==> src/rtl/spi_sck_divider_pkg.sv <==
package spi_sck_divider_pkg;

    typedef enum logic [1:0] {
        ST_STOPPED     = 2'd0,
        ST_IDLE_HALF   = 2'd1,
        ST_ACTIVE_HALF = 2'd2
    } sck_state_e;

    typedef struct packed {
        logic       cpol;
        logic       div16;
        logic [3:0] pm;
    } sck_cfg_t;

endpackage

==> src/rtl/sckdiv_cfg_hold.sv <==
module sckdiv_cfg_hold
    import spi_sck_divider_pkg::*;
(
    input  logic     clk_ref,
    input  logic     rst,
    input  logic     running,
    input  sck_cfg_t cfg_in,
    output sck_cfg_t cfg_q
);

    // Settings follow the inputs only while the divider is stopped.
    always_ff @(posedge clk_ref) begin
        if (rst) begin
            cfg_q <= '0;
        end else if (!running) begin
            cfg_q <= cfg_in;
        end
    end

    // captured settings stay frozen across consecutive running cycles
    a_r8_cfg_frozen: assert property (@(posedge clk_ref) disable iff (rst)
        (running && $past(running)) |-> $stable(cfg_q));

endmodule

==> src/rtl/sckdiv_prescale.sv <==
module sckdiv_prescale #(
    parameter int PRE_RATIO = 16
) (
    input  logic clk_ref,
    input  logic rst,
    input  logic running,
    input  logic use_pre,
    output logic tick
);

    localparam int PRE_W = $clog2(PRE_RATIO);
    localparam logic [PRE_W-1:0] PRE_LAST = PRE_W'(PRE_RATIO - 1);

    logic [PRE_W-1:0] pre_cnt;

    always_comb begin
        if (!running) begin
            tick = 1'b0;
        end else if (!use_pre) begin
            tick = 1'b1;
        end else begin
            tick = (pre_cnt == PRE_LAST);
        end
    end

    always_ff @(posedge clk_ref) begin
        if (rst || !running || !use_pre) begin
            pre_cnt <= '0;
        end else begin
            pre_cnt <= pre_cnt + PRE_W'(1);
        end
    end

    // the prescaler only advances when the divide-by-16 stage is chosen
    a_r4_pre_idle: assert property (@(posedge clk_ref) disable iff (rst)
        !use_pre |=> (pre_cnt == '0));

endmodule

==> src/rtl/sckdiv_half_counter.sv <==
module sckdiv_half_counter #(
    parameter int PM_W      = 4,
    parameter int BASE_HALF = 2
) (
    input  logic            clk_ref,
    input  logic            rst,
    input  logic            running,
    input  logic            tick,
    input  logic [PM_W-1:0] pm,
    output logic            half_done
);

    localparam int HALF_MAX = BASE_HALF << PM_W;
    localparam int HC_W     = $clog2(HALF_MAX);

    logic [HC_W-1:0] half_cnt;
    logic [HC_W:0]   span;
    logic [HC_W-1:0] half_last;

    always_comb begin
        span      = (HC_W+1)'(BASE_HALF) * ((HC_W+1)'(pm) + (HC_W+1)'(1));
        half_last = HC_W'(span - (HC_W+1)'(1));
        half_done = running && tick && (half_cnt == half_last);
    end

    always_ff @(posedge clk_ref) begin
        if (rst || !running) begin
            half_cnt <= '0;
        end else if (half_done) begin
            half_cnt <= '0;
        end else if (tick) begin
            half_cnt <= half_cnt + HC_W'(1);
        end
    end

    // the half-period count never passes the modulus limit
    a_r3_count_bound: assert property (@(posedge clk_ref) disable iff (rst)
        running |-> (half_cnt <= half_last));

endmodule

==> src/rtl/spi_sck_divider.sv <==
module spi_sck_divider
    import spi_sck_divider_pkg::*;
#(
    parameter int PM_W      = 4,
    parameter int PRE_RATIO = 16,
    parameter int BASE_HALF = 2
) (
    input  logic            clk_ref,
    input  logic            rst,
    input  logic            enable,
    input  logic            cpol,
    input  logic            div16,
    input  logic [PM_W-1:0] pm,
    output logic            sck,
    output logic            lead_stb,
    output logic            trail_stb
);

    sck_state_e state_q, state_d;
    sck_cfg_t   cfg_in, cfg_q;
    logic       running;
    logic       tick;
    logic       half_done;

    assign running = (state_q != ST_STOPPED);

    always_comb begin
        cfg_in       = '0;
        cfg_in.cpol  = cpol;
        cfg_in.div16 = div16;
        cfg_in.pm    = 4'(pm);
    end

    sckdiv_cfg_hold u_cfg (
        .clk_ref (clk_ref),
        .rst     (rst),
        .running (running),
        .cfg_in  (cfg_in),
        .cfg_q   (cfg_q)
    );

    sckdiv_prescale #(
        .PRE_RATIO (PRE_RATIO)
    ) u_pre (
        .clk_ref (clk_ref),
        .rst     (rst),
        .running (running),
        .use_pre (cfg_q.div16),
        .tick    (tick)
    );

    sckdiv_half_counter #(
        .PM_W      (PM_W),
        .BASE_HALF (BASE_HALF)
    ) u_half (
        .clk_ref   (clk_ref),
        .rst       (rst),
        .running   (running),
        .tick      (tick),
        .pm        (PM_W'(cfg_q.pm)),
        .half_done (half_done)
    );

    // Next-state logic: start, lead, trail, halt, hold.
    always_comb begin
        state_d = state_q;
        unique case (state_q)
            ST_STOPPED: begin
                if (enable) state_d = ST_IDLE_HALF;
            end
            ST_IDLE_HALF: begin
                if (!enable)        state_d = ST_STOPPED;
                else if (half_done) state_d = ST_ACTIVE_HALF;
            end
            ST_ACTIVE_HALF: begin
                if (!enable)        state_d = ST_STOPPED;
                else if (half_done) state_d = ST_IDLE_HALF;
            end
            default: state_d = ST_STOPPED;
        endcase
    end

    // State register.
    always_ff @(posedge clk_ref) begin
        if (rst) begin
            state_q <= ST_STOPPED;
        end else begin
            state_q <= state_d;
        end
    end

    // Output register: level and strobes for the coming state.
    always_ff @(posedge clk_ref) begin
        if (rst) begin
            sck       <= 1'b0;
            lead_stb  <= 1'b0;
            trail_stb <= 1'b0;
        end else begin
            lead_stb  <= 1'b0;
            trail_stb <= 1'b0;
            unique case (state_d)
                ST_STOPPED: begin
                    sck <= (state_q == ST_STOPPED) ? cpol : cfg_q.cpol;
                end
                ST_IDLE_HALF: begin
                    if (state_q == ST_STOPPED) begin
                        sck <= cpol;
                    end else begin
                        sck <= cfg_q.cpol;
                        trail_stb <= (state_q == ST_ACTIVE_HALF);
                    end
                end
                ST_ACTIVE_HALF: begin
                    sck      <= ~cfg_q.cpol;
                    lead_stb <= (state_q == ST_IDLE_HALF);
                end
                default: sck <= cfg_q.cpol;
            endcase
        end
    end

    // strobes never overlap
    a_r6_strobe_excl: assert property (@(posedge clk_ref) disable iff (rst)
        $onehot0({lead_stb, trail_stb}));

    // a leading strobe marks a change of sck to the active level
    a_r6_lead_edge: assert property (@(posedge clk_ref) disable iff (rst)
        lead_stb |-> (sck != $past(sck)) && (sck != cfg_q.cpol));

    // a trailing strobe marks a return of sck to the idle level
    a_r6_trail_edge: assert property (@(posedge clk_ref) disable iff (rst)
        trail_stb |-> (sck != $past(sck)) && (sck == cfg_q.cpol));

    // a stopped divider emits no strobes
    a_r2_quiet_stopped: assert property (@(posedge clk_ref) disable iff (rst)
        (state_q == ST_STOPPED) |-> !lead_stb && !trail_stb);

    // sck rests at the captured idle level right after a halt
    a_r9_halt_idle: assert property (@(posedge clk_ref) disable iff (rst)
        (running && !enable) |=> (sck == $past(cfg_q.cpol)) && !lead_stb && !trail_stb);

endmodule

==> config.mk <==
export PLATFORM = sky130hd
export DESIGN_NAME = spi_sck_divider
export DESIGN_NICKNAME = d
export VERILOG_FILES = /design/src/rtl/spi_sck_divider_pkg.sv /design/src/rtl/sckdiv_cfg_hold.sv /design/src/rtl/sckdiv_prescale.sv /design/src/rtl/sckdiv_half_counter.sv /design/src/rtl/spi_sck_divider.sv
export SDC_FILE = /design/constraint.sdc
export NUM_CORES = 1
export LEC_CHECK = 0
export BUFFER_PORTS_ARGS = -buffer_cell sky130_fd_sc_hd__buf_2
export CAP_MARGIN = 20
export CORE_MARGIN = 1.5
export CORE_UTILIZATION = 51
export DETAILED_ROUTE_END_ITERATION = 8
export GPL_TIMING_DRIVEN = 0
export PLACE_DENSITY = 0.76
export RECOVER_POWER = 50
export SLEW_MARGIN = 20
export SYNTH_ARGS = -nofsm -noshare
export SYNTH_HDL_FRONTEND = slang
export SYNTH_HIERARCHICAL = 1
export SYNTH_SLANG_ARGS = --single-unit
export TNS_END_PERCENT = 10
==> constraint.sdc <==
create_clock -name clk_ref -period 3.1 [get_ports clk_ref]
set_clock_uncertainty 0.05 [all_clocks]
set_input_delay 0.62 -clock clk_ref [delete_from_list [all_inputs] [get_ports clk_ref]]
set_output_delay 0.62 -clock clk_ref [all_outputs]
set_load 0.02 [all_outputs]
==> results.py, run 1 <==
metrics = {
    "power": {
        "power_leakage_uw": 0.000426,
        "vdd_drop_max_mv": 0.258,
        "powerDensity_nw_per_um2": 418,
    },
    "global_routing": {
        "antenna_found_initial": 0,
        "grt_usage": 0.159,
        "first_global_vias": 615,
        "grt_max_degree": 16,
        "gr-total-overflow": 0,
        "grt_pass1_wl_um": 2420,
    },
    "final_layout": {
        "synthToLayoutAreaGrowth_pct": 10.7,
        "layout-drive-gt1-share": 0.148,
        "fillers": 176,
        "nets": 122,
        "antenna_cells": 0,
    },
    "detailed_routing": {
        "drc": 0,
        "viasPerCell": 5.08,
        "drt-initial-drc-count": 9,
        "drt-total-wl_um": 1450,
        "wl_per_cell_um": 10.9,
        "vias": 676,
        "dr.pass1.iters": 3,
        "final_antenna_net_count": 0,
    },
    "min_path": {
        "hold_start": "u_pre/pre_cnt[0]$_SDFF_PP0_",
        "hold_class": "flip-flop to flip-flop",
    },
    "worst_setup_path": {
        "cp_slowest_cell": "a21boi_1",
        "path_class": "flip-flop to flip-flop",
        "cp_cell_sequence": "nor2_1 > inv_1 > a21boi_1 > nand4_1 > nor3_1 > and2_1 > and4bb_1 > o31a_1 > a211oi_2",
        "path_max_fanout": 7,
        "cp-startpoint": "state_q[1]$_SDFF_PP0_",
        "start_kind": "flip-flop",
        "end_kind": "flip-flop",
        "r2r-start": "state_q[1]$_SDFF_PP0_",
        "cp.required_ns": 3.27,
        "critPathArrivalTime_ns": 2.96,
        "slowest_delay_ns": 0.46,
    },
    "sta": {
        "fin_setup_tns_ns": 0,
        "slew_headroom": 0.665,
        "timing.fmax_ghz": 0.357,
        "layout_min_cycle_time_ns": 2.80,
        "whs_ns": 0.423,
        "rsz0062_at_grt": "false",
        "worst_pin_slew_ns": 0.499,
        "final_max_slew_viol_count": 0,
        "post-route-period-util": 0.903,
        "setup_viol": 0,
        "hold_viol_final": 0,
    },
    "synthesis": {
        "synth_area_um2": 932,
        "yosysWarningCount": 6,
        "synth.distinct_cells": 26,
        "ys_ff_latch": 20,
        "netlist_instances": 94,
        "synth_nets": 106,
        "yosysSeqAreaShare": 0.430,
        "synth.avg_cell_area_um2": 9.92,
    },
    "status": {
        "status": "finished, final reports clean",
    },
    "clock_tree": {
        "cts_tree": "yes",
        "clockBufferDepth": 2,
        "cts_inserted_buffers": 3,
        "h-tree-depth": 1,
        "hold_buffers": 0,
        "clk_latency_ns": 0.28,
        "cts_root_buffer": "clkbuf_4",
        "clk_pin_slew_ns": 0.10,
        "clock_sinks": 20,
    },
    "place": {
        "port_buffers": 11,
        "hpwl_um": 1100,
        "gp_congestion": 0.748,
    },
    "die": {
        "dieHeight_um": 45.8,
        "start_util": 0.540,
        "rows": 15,
        "die_w_um": 45.8,
        "die_area_um2": 2090,
        "core_um2": 1730,
        "ioPinCount": 12,
    },
    "job": {
        "max_cap_viol_count": 0,
    },
}
final cells by class:
type	count	area, um2	share of cell area
clock buffers	3	22.5	0.0218
repair buffers	11	53.8	0.0521
multi-input cells	71	513	0.497
plain buffers	1	3.75	0.00364
well taps	25	31.3	0.0303
inverters	2	7.51	0.00727
flip-flops and latches	20	400	0.388
state kept, by name, summed over array words and instances, names as in the netlist:
register / cells
lead_stb: 1
sck: 1
state_q: 2
trail_stb: 1
u_cfg/cfg_q: 6
u_half/half_cnt: 5
u_pre/pre_cnt: 4
metal layers:
layer | global-route usage | vias to the layer above | share of wire
li1 | - | 357 | -
met1 | 0.196 | 307 | 0.50
met2 | 0.265 | 10 | 0.46
met3 | 0.0357 | 2 | 0.030
met4 | 0.0686 | 0 | 0.014
met5 | 0 | - | 0
power breakdown:
part           internal (uW)  total (uW)  switching (uW)
clock                   45.1         115            70.0
combinational           22.4        44.7            22.4
sequential               264         271            7.28
total                    331         431            99.7
synth_stat cells:
cell,instances,area share
a211oi_2,1,0.013
a21boi_0,1,0.0081
a21oi_1,5,0.027
and2_1,2,0.013
and4b_1,1,0.011
and4bb_1,1,0.013
buf_6,1,0.012
dfxtp_1,20,0.43
ha_1,3,0.040
inv_1,2,0.0081
mux2_2,2,0.024
mux2i_1,7,0.075
nand2_1,5,0.020
nand3_1,3,0.016
nand3b_1,2,0.016
nand4_1,3,0.020
nand4b_1,1,0.0094
nand4bb_1,1,0.012
nor2_1,12,0.048
nor2b_1,1,0.0067
nor3_1,2,0.011
nor3b_1,3,0.024
nor4b_1,1,0.0094
o31a_1,1,0.0094
xnor2_1,9,0.085
xor2_1,4,0.038
critical path: cells and delay by family (launching register included):
family,cells,cell delay [ns]
DFF,1,0.43
buffers and inverters,1,0.16
AOI/OAI and AO/OA,3,0.91
and+or+nand+nor,5,1.17
path summary, 6_finish.rpt:
path / endpoint / slack [ns] / depth (start not counted)
max reg2reg: sck$_SDFF_PP0_ / 0.30 / 9
min reg2reg: u_pre/pre_cnt[0]$_SDFF_PP0_ / 0.42 / 1
max: sck$_SDFF_PP0_ / 0.30 / 9
min: u_pre/pre_cnt[0]$_SDFF_PP0_ / 0.42 / 1
per-stage QoR:
step                      instances  setup WS, ns  utilization  area (um2)  power, uW
final                           133         0.302        0.598        1030        431
after floorplan                  94         0.531            -         932        309
after CTS                       133        0.0853        0.603        1040        437
after detailed placement        130         0.113        0.590        1020        323
after global routing            133        0.0365        0.598        1030        450
after global placement          130         0.154        0.590        1020        322
placed cells by master, fill, tap and decap left out, types with 2 or more instances in the layout:
master    instances
xnor2_1           9
inv_1             2
clkbuf_1          2
and2_1            2
buf_2            10
mux2_2            2
nor2_1           12
xor2_1            4
nor3b_1           3
nand3_1           3
dfxtp_1          20
ha_1              3
nand4_1           3
a21oi_1           5
nand2_1           5
nor3_1            2
mux2i_1           7
nand3b_1          2
clkbuf_4          3
timing repair:
item | in CTS | in global routing
hold endpoints to repair | 0 | 0
setup buffers | 0 | 0
resized for setup | 0 | 1
setup endpoints to repair | 0 | 4
kinds of logic (layout without fill, tap and decap cells):
| kind of cell | count (synthesis) | in the layout | synth area share |
|---|---|---|---|
| AOI/OAI and AO/OA | 8 | 8 | 0.0577 |
| and+or+nand+nor | 38 | 38 | 0.231 |
| xor gates and xnor gates | 13 | 13 | 0.122 |
| DFF | 20 | 20 | 0.430 |
| buffers and inverters | 3 | 17 | 0.0201 |
| adders and majority gates | 3 | 3 | 0.0403 |
| muxes | 9 | 9 | 0.0993 |
(Power assumes the default switching activity.)
==> inputs of run 2 (changes only) <==
PLACE_DENSITY = 0.78   (was 0.76)
==> results.py, run 2 (same netlist as run 1, synthesis figures left out) <==
metrics = {
    "status": {
        "status": "finished, final reports clean",
    },
    "worst_setup_path": {
        "r2r_slack_ns": 0.29,
        "path_max_fanout": 7,
        "cp.required_ns": 3.27,
        "slowest_delay_ns": 0.49,
        "path_class": "flip-flop to flip-flop",
        "cp_slowest_cell": "nor3_1",
        "end_kind": "flip-flop",
        "critPathArrivalTime_ns": 2.97,
        "cp_cell_sequence": "nor2_1 > inv_1 > a21boi_1 > nand4_1 > nor3_1 > and2_1 > and4bb_1 > o31a_1 > a211oi_2",
        "r2r-start": "state_q[1]$_SDFF_PP0_",
        "worstReg2RegEnd": "sck$_SDFF_PP0_",
        "worstRegToRegCells": 9,
        "start_kind": "flip-flop",
    },
    "power": {
        "power_leakage_uw": 0.000426,
        "power_frac_comb": 0.106,
        "internal_power_uw": 332,
        "p_total_uw": 435,
        "p_sw_uw": 103,
        "powerDensity_nw_per_um2": 421,
        "vdd_drop_max_mv": 0.277,
        "swShare": 0.238,
        "p_seq_frac": 0.623,
        "clockPowerShare": 0.271,
    },
    "detailed_routing": {
        "wl_met1_um": 744,
        "drt-total-wl_um": 1580,
        "final_antenna_net_count": 0,
        "viasPerCell": 5.24,
        "drt-initial-drc-count": 9,
        "dr.pass1.iters": 4,
        "routed.top_layer": "met3",
        "drc": 0,
        "wl_met2_um": 791,
        "vias": 697,
        "dr_wl_met3_um": 41,
        "wl_per_cell_um": 11.9,
    },
    "clock_tree": {
        "cts_inserted_buffers": 3,
        "post_cts_buffers": 0,
        "cts_tree": "yes",
        "cts_root_buffer": "clkbuf_4",
        "clockBufferDepth": 2,
        "cts_resized": 0,
        "h-tree-depth": 1,
        "clk_pin_slew_ns": 0.10,
        "hold_buffers": 0,
        "clk_latency_ns": 0.29,
        "clock_sinks": 20,
    },
    "sta": {
        "fin_setup_tns_ns": 0,
        "worst_pin_slew_ns": 0.532,
        "layout_min_cycle_time_ns": 2.81,
        "rsz0062_at_grt": "false",
        "hold_viol_final": 0,
        "slew_headroom": 0.643,
        "post-route-period-util": 0.905,
        "final_max_slew_viol_count": 0,
        "timing.fmax_ghz": 0.356,
        "setup_viol": 0,
    },
    "place": {
        "gp_congestion": 0.703,
        "port_buffers": 11,
        "hpwl_um": 1180,
        "dpl.cell_count": 130,
    },
    "min_path": {
        "hold_class": "flip-flop to flip-flop",
        "hold_start": "u_pre/pre_cnt[0]$_SDFF_PP0_",
        "worstHoldEndpoint": "u_pre/pre_cnt[0]$_SDFF_PP0_",
        "whs_path_depth": 1,
    },
    "die": {
        "rows": 15,
        "ioPinCount": 12,
        "die_area_um2": 2090,
        "start_util": 0.540,
        "die_w_um": 45.8,
        "core_um2": 1730,
        "dieHeight_um": 45.8,
    },
    "final_layout": {
        "largest_register": "u_cfg/cfg_q",
        "final_common_cell": "dfxtp_1",
        "nets": 122,
        "synthToLayoutAreaGrowth_pct": 10.7,
        "reg_top3": "u_cfg/cfg_q x6, u_half/half_cnt x5, u_pre/pre_cnt x4",
        "antenna_cells": 0,
        "largest_reg_flops": 6,
        "mostFrequentLayoutCells": "20 x dfxtp_1, 12 x nor2_1, 10 x buf_2",
        "instances_no_fill": 133,
        "layout-drive-gt1-share": 0.148,
    },
    "global_routing": {
        "grt_pass1_wl_um": 2640,
        "gr-total-overflow": 0,
        "grt_max_degree": 16,
        "grt_usage": 0.170,
        "antenna_found_initial": 0,
        "first_global_vias": 655,
    },
    "job": {
        "max_cap_viol_count": 0,
    },
}
==> run 2: area by class of cell <==
cell class	instances	area (um2)
Fill cell	165	694
Clock buffer	3	22.5
Inverter	2	7.51
Buffer	1	3.75
Sequential cell	20	400
Multi-Input combinational cell	71	513
Timing Repair Buffer	11	53.8
Tap cell	25	31.3
==> run 2: how the worst max path moves through the flow <==
stage                     startpoint             end  slack (ns)  cells after the start
2_1_floorplan  state_q[1]$_SDFF_PP0_  sck$_SDFF_PP0_        0.53                      9
3_3_place_gp   state_q[1]$_SDFF_PP0_  sck$_SDFF_PP0_        0.18                      9
3_5_place_dp   state_q[1]$_SDFF_PP0_  sck$_SDFF_PP0_        0.13                      9
4_1_cts        state_q[1]$_SDFF_PP0_  sck$_SDFF_PP0_        0.11                      9
5_1_grt        state_q[1]$_SDFF_PP0_  sck$_SDFF_PP0_        0.07                      9
6_report       state_q[1]$_SDFF_PP0_  sck$_SDFF_PP0_        0.29                      9
==> run 2: metal layers <==
| layer | global-route usage | up-vias |
|---|---|---|
| met5 | 0 | - |
| met4 | 0.0514 | 0 |
| met3 | 0.0238 | 0 |
| met2 | 0.321 | 11 |
| met1 | 0.194 | 326 |
| li1 | - | 360 |
==> run 2: power by group through the flow <==
stage / Sequential [uW] / Combinational [uW] / Clock, uW
5_1_grt: 272 / 50.6 / 129
3_3_place_gp: 277 / 45.4 / 0
6_report: 271 / 46.0 / 118
2_1_floorplan: 277 / 31.9 / 0
3_5_place_dp: 277 / 47.0 / 0
4_1_cts: 271 / 47.2 / 121
==> run 2: stage by stage <==
step / utilization / cell area, um2 / setup WS, ns / hold slack (ns)
after floorplan: - / 932 / 0.531 / 0.368
after global placement: 0.590 / 1020 / 0.178 / 0.375
after detailed placement: 0.590 / 1020 / 0.134 / 0.388
after CTS: 0.603 / 1040 / 0.114 / 0.409
after global routing: 0.598 / 1030 / 0.0710 / 0.432
final: 0.598 / 1030 / 0.295 / 0.413
==> run 2: critical path: cells and delay by family, from the launching register on <==
family	cells	cell delay, ns
buffers and inverters	1	0.17
DFF	1	0.43
and+or+nand+nor	5	1.18
AOI/OAI and AO/OA	3	0.91
==> inputs of run 3 (changes only) <==
CAP_MARGIN = not set   (was 20)
SETUP_SLACK_MARGIN = 0.3   (was not set)
==> results.py, run 3 (same netlist as run 1, synthesis figures left out) <==
metrics = {
    "power": {
        "powerDensity_nw_per_um2": 419,
        "vdd_drop_max_mv": 0.277,
        "power_leakage_uw": 0.000427,
        "p_total_uw": 436,
    },
    "detailed_routing": {
        "vias": 701,
        "dr.pass1.iters": 4,
        "viasPerCell": 5.27,
        "final_antenna_net_count": 0,
        "drt-total-wl_um": 1590,
        "drc": 0,
        "drt-initial-drc-count": 11,
        "wl_per_cell_um": 11.9,
    },
    "clock_tree": {
        "post_cts_buffers": 0,
        "clk_pin_slew_ns": 0.10,
        "clk_latency_ns": 0.29,
        "cts_inserted_buffers": 3,
        "h-tree-depth": 1,
        "cts_tree": "yes",
        "clockBufferDepth": 2,
        "clock_sinks": 20,
        "hold_buffers": 0,
        "cts_root_buffer": "clkbuf_4",
    },
    "worst_setup_path": {
        "path_class": "flip-flop to flip-flop",
        "start_kind": "flip-flop",
        "cp_slowest_cell": "dfxtp_1",
        "cp_cell_sequence": "nor2_1 > inv_1 > a21boi_2 > nand4_1 > nor3_2 > and2_1 > and4bb_1 > o31a_1 > a211oi_2",
        "path_max_fanout": 7,
        "critPathArrivalTime_ns": 2.68,
        "end_kind": "flip-flop",
        "worstRegToRegCells": 9,
        "slowest_delay_ns": 0.43,
        "cp.required_ns": 3.27,
    },
    "global_routing": {
        "grt_pass1_wl_um": 2640,
        "gr-total-overflow": 0,
        "grt_max_degree": 16,
        "grt_usage": 0.170,
        "antenna_found_initial": 0,
        "first_global_vias": 655,
    },
    "final_layout": {
        "instances_no_fill": 133,
        "final_area_um2": 1040,
        "postLayoutCoreUtil": 0.603,
        "layout-drive-gt1-share": 0.167,
        "synthToLayoutAreaGrowth_pct": 11.7,
        "final_common_cell": "dfxtp_1",
        "nets": 122,
        "largest_reg_flops": 6,
        "largest_register": "u_cfg/cfg_q",
        "mostFrequentLayoutCells": "20 x dfxtp_1, 12 x nor2_1, 10 x buf_2",
        "reg_top3": "u_cfg/cfg_q x6, u_half/half_cnt x5, u_pre/pre_cnt x4",
        "antenna_cells": 0,
    },
    "sta": {
        "rsz0062_at_grt": "false",
        "hold_viol_final": 0,
        "setup_viol": 0,
        "final_max_slew_viol_count": 0,
        "post-route-period-util": 0.811,
        "worst_pin_slew_ns": 0.460,
        "timing.fmax_ghz": 0.398,
        "fin_setup_tns_ns": 0,
        "layout_min_cycle_time_ns": 2.51,
        "slew_headroom": 0.693,
    },
    "job": {
        "max_cap_viol_count": 0,
    },
    "min_path": {
        "hold_class": "flip-flop to flip-flop",
        "whs_path_depth": 1,
    },
    "place": {
        "gp_congestion": 0.703,
        "port_buffers": 11,
        "placed_cell_area_um2": 1020,
        "hpwl_um": 1180,
        "dpl.cell_count": 130,
    },
    "status": {
        "status": "finished, final reports clean",
    },
    "die": {
        "start_util": 0.540,
        "die_area_um2": 2090,
        "ioPinCount": 12,
        "core_um2": 1730,
        "dieHeight_um": 45.8,
        "die_w_um": 45.8,
        "rows": 15,
    },
}
==> run 3: layer usage <==
layer,global-route usage,routed length [um],share of wire,vias to the layer above
met3,0.0238,54,0.034,0
met4,0.0514,0,0,0
met5,0,0,0,-
li1,-,-,-,358
met2,0.321,799,0.50,17
met1,0.194,734,0.46,326
==> run 3: critical path: cells and delay by family, from the launching register on <==
family | cells | cell delay, ns
DFF | 1 | 0.43
buffers and inverters | 1 | 0.17
AOI/OAI and AO/OA | 3 | 0.80
and+or+nand+nor | 5 | 1.01
==> run 3: what timing repair did <==
item                       in CTS  in global routing
gates cloned                    0                  0
resized for setup               2                  1
setup endpoints to repair       3                  2
==> run 3: path summary, 6_finish.rpt <==
path / startpoint / end / slack (ns)
setup / recovery: state_q[1]$_SDFF_PP0_ / sck$_SDFF_PP0_ / 0.59
hold / removal: u_pre/pre_cnt[0]$_SDFF_PP0_ / u_pre/pre_cnt[0]$_SDFF_PP0_ / 0.41
setup reg to reg: state_q[1]$_SDFF_PP0_ / sck$_SDFF_PP0_ / 0.59
hold reg to reg: u_pre/pre_cnt[0]$_SDFF_PP0_ / u_pre/pre_cnt[0]$_SDFF_PP0_ / 0.41
==> run 3: area by class of cell <==
class	count	area, um2
Multi-Input combinational cell	71	522
Sequential cell	20	400
Timing Repair Buffer	11	53.8
Tap cell	25	31.3
Clock buffer	3	22.5
Fill cell	163	686
Inverter	2	7.51
Buffer	1	3.75
==> run 3: metrics by stage <==
| stage | setup WS (ns) | hold WS, ns |
|---|---|---|
| floorplan | 0.531 | 0.368 |
| global placement | 0.178 | 0.375 |
| detailed placement | 0.134 | 0.388 |
| CTS | 0.423 | 0.409 |
| global route | 0.392 | 0.432 |
| finish | 0.587 | 0.413 |
==> run 3: report_power, final <==
group / total [uW] / internal [uW] / switching (uW)
registers: 271 / 264 / 7.02
logic: 46.8 / 22.6 / 24.3
clock network: 118 / 45.1 / 73.1
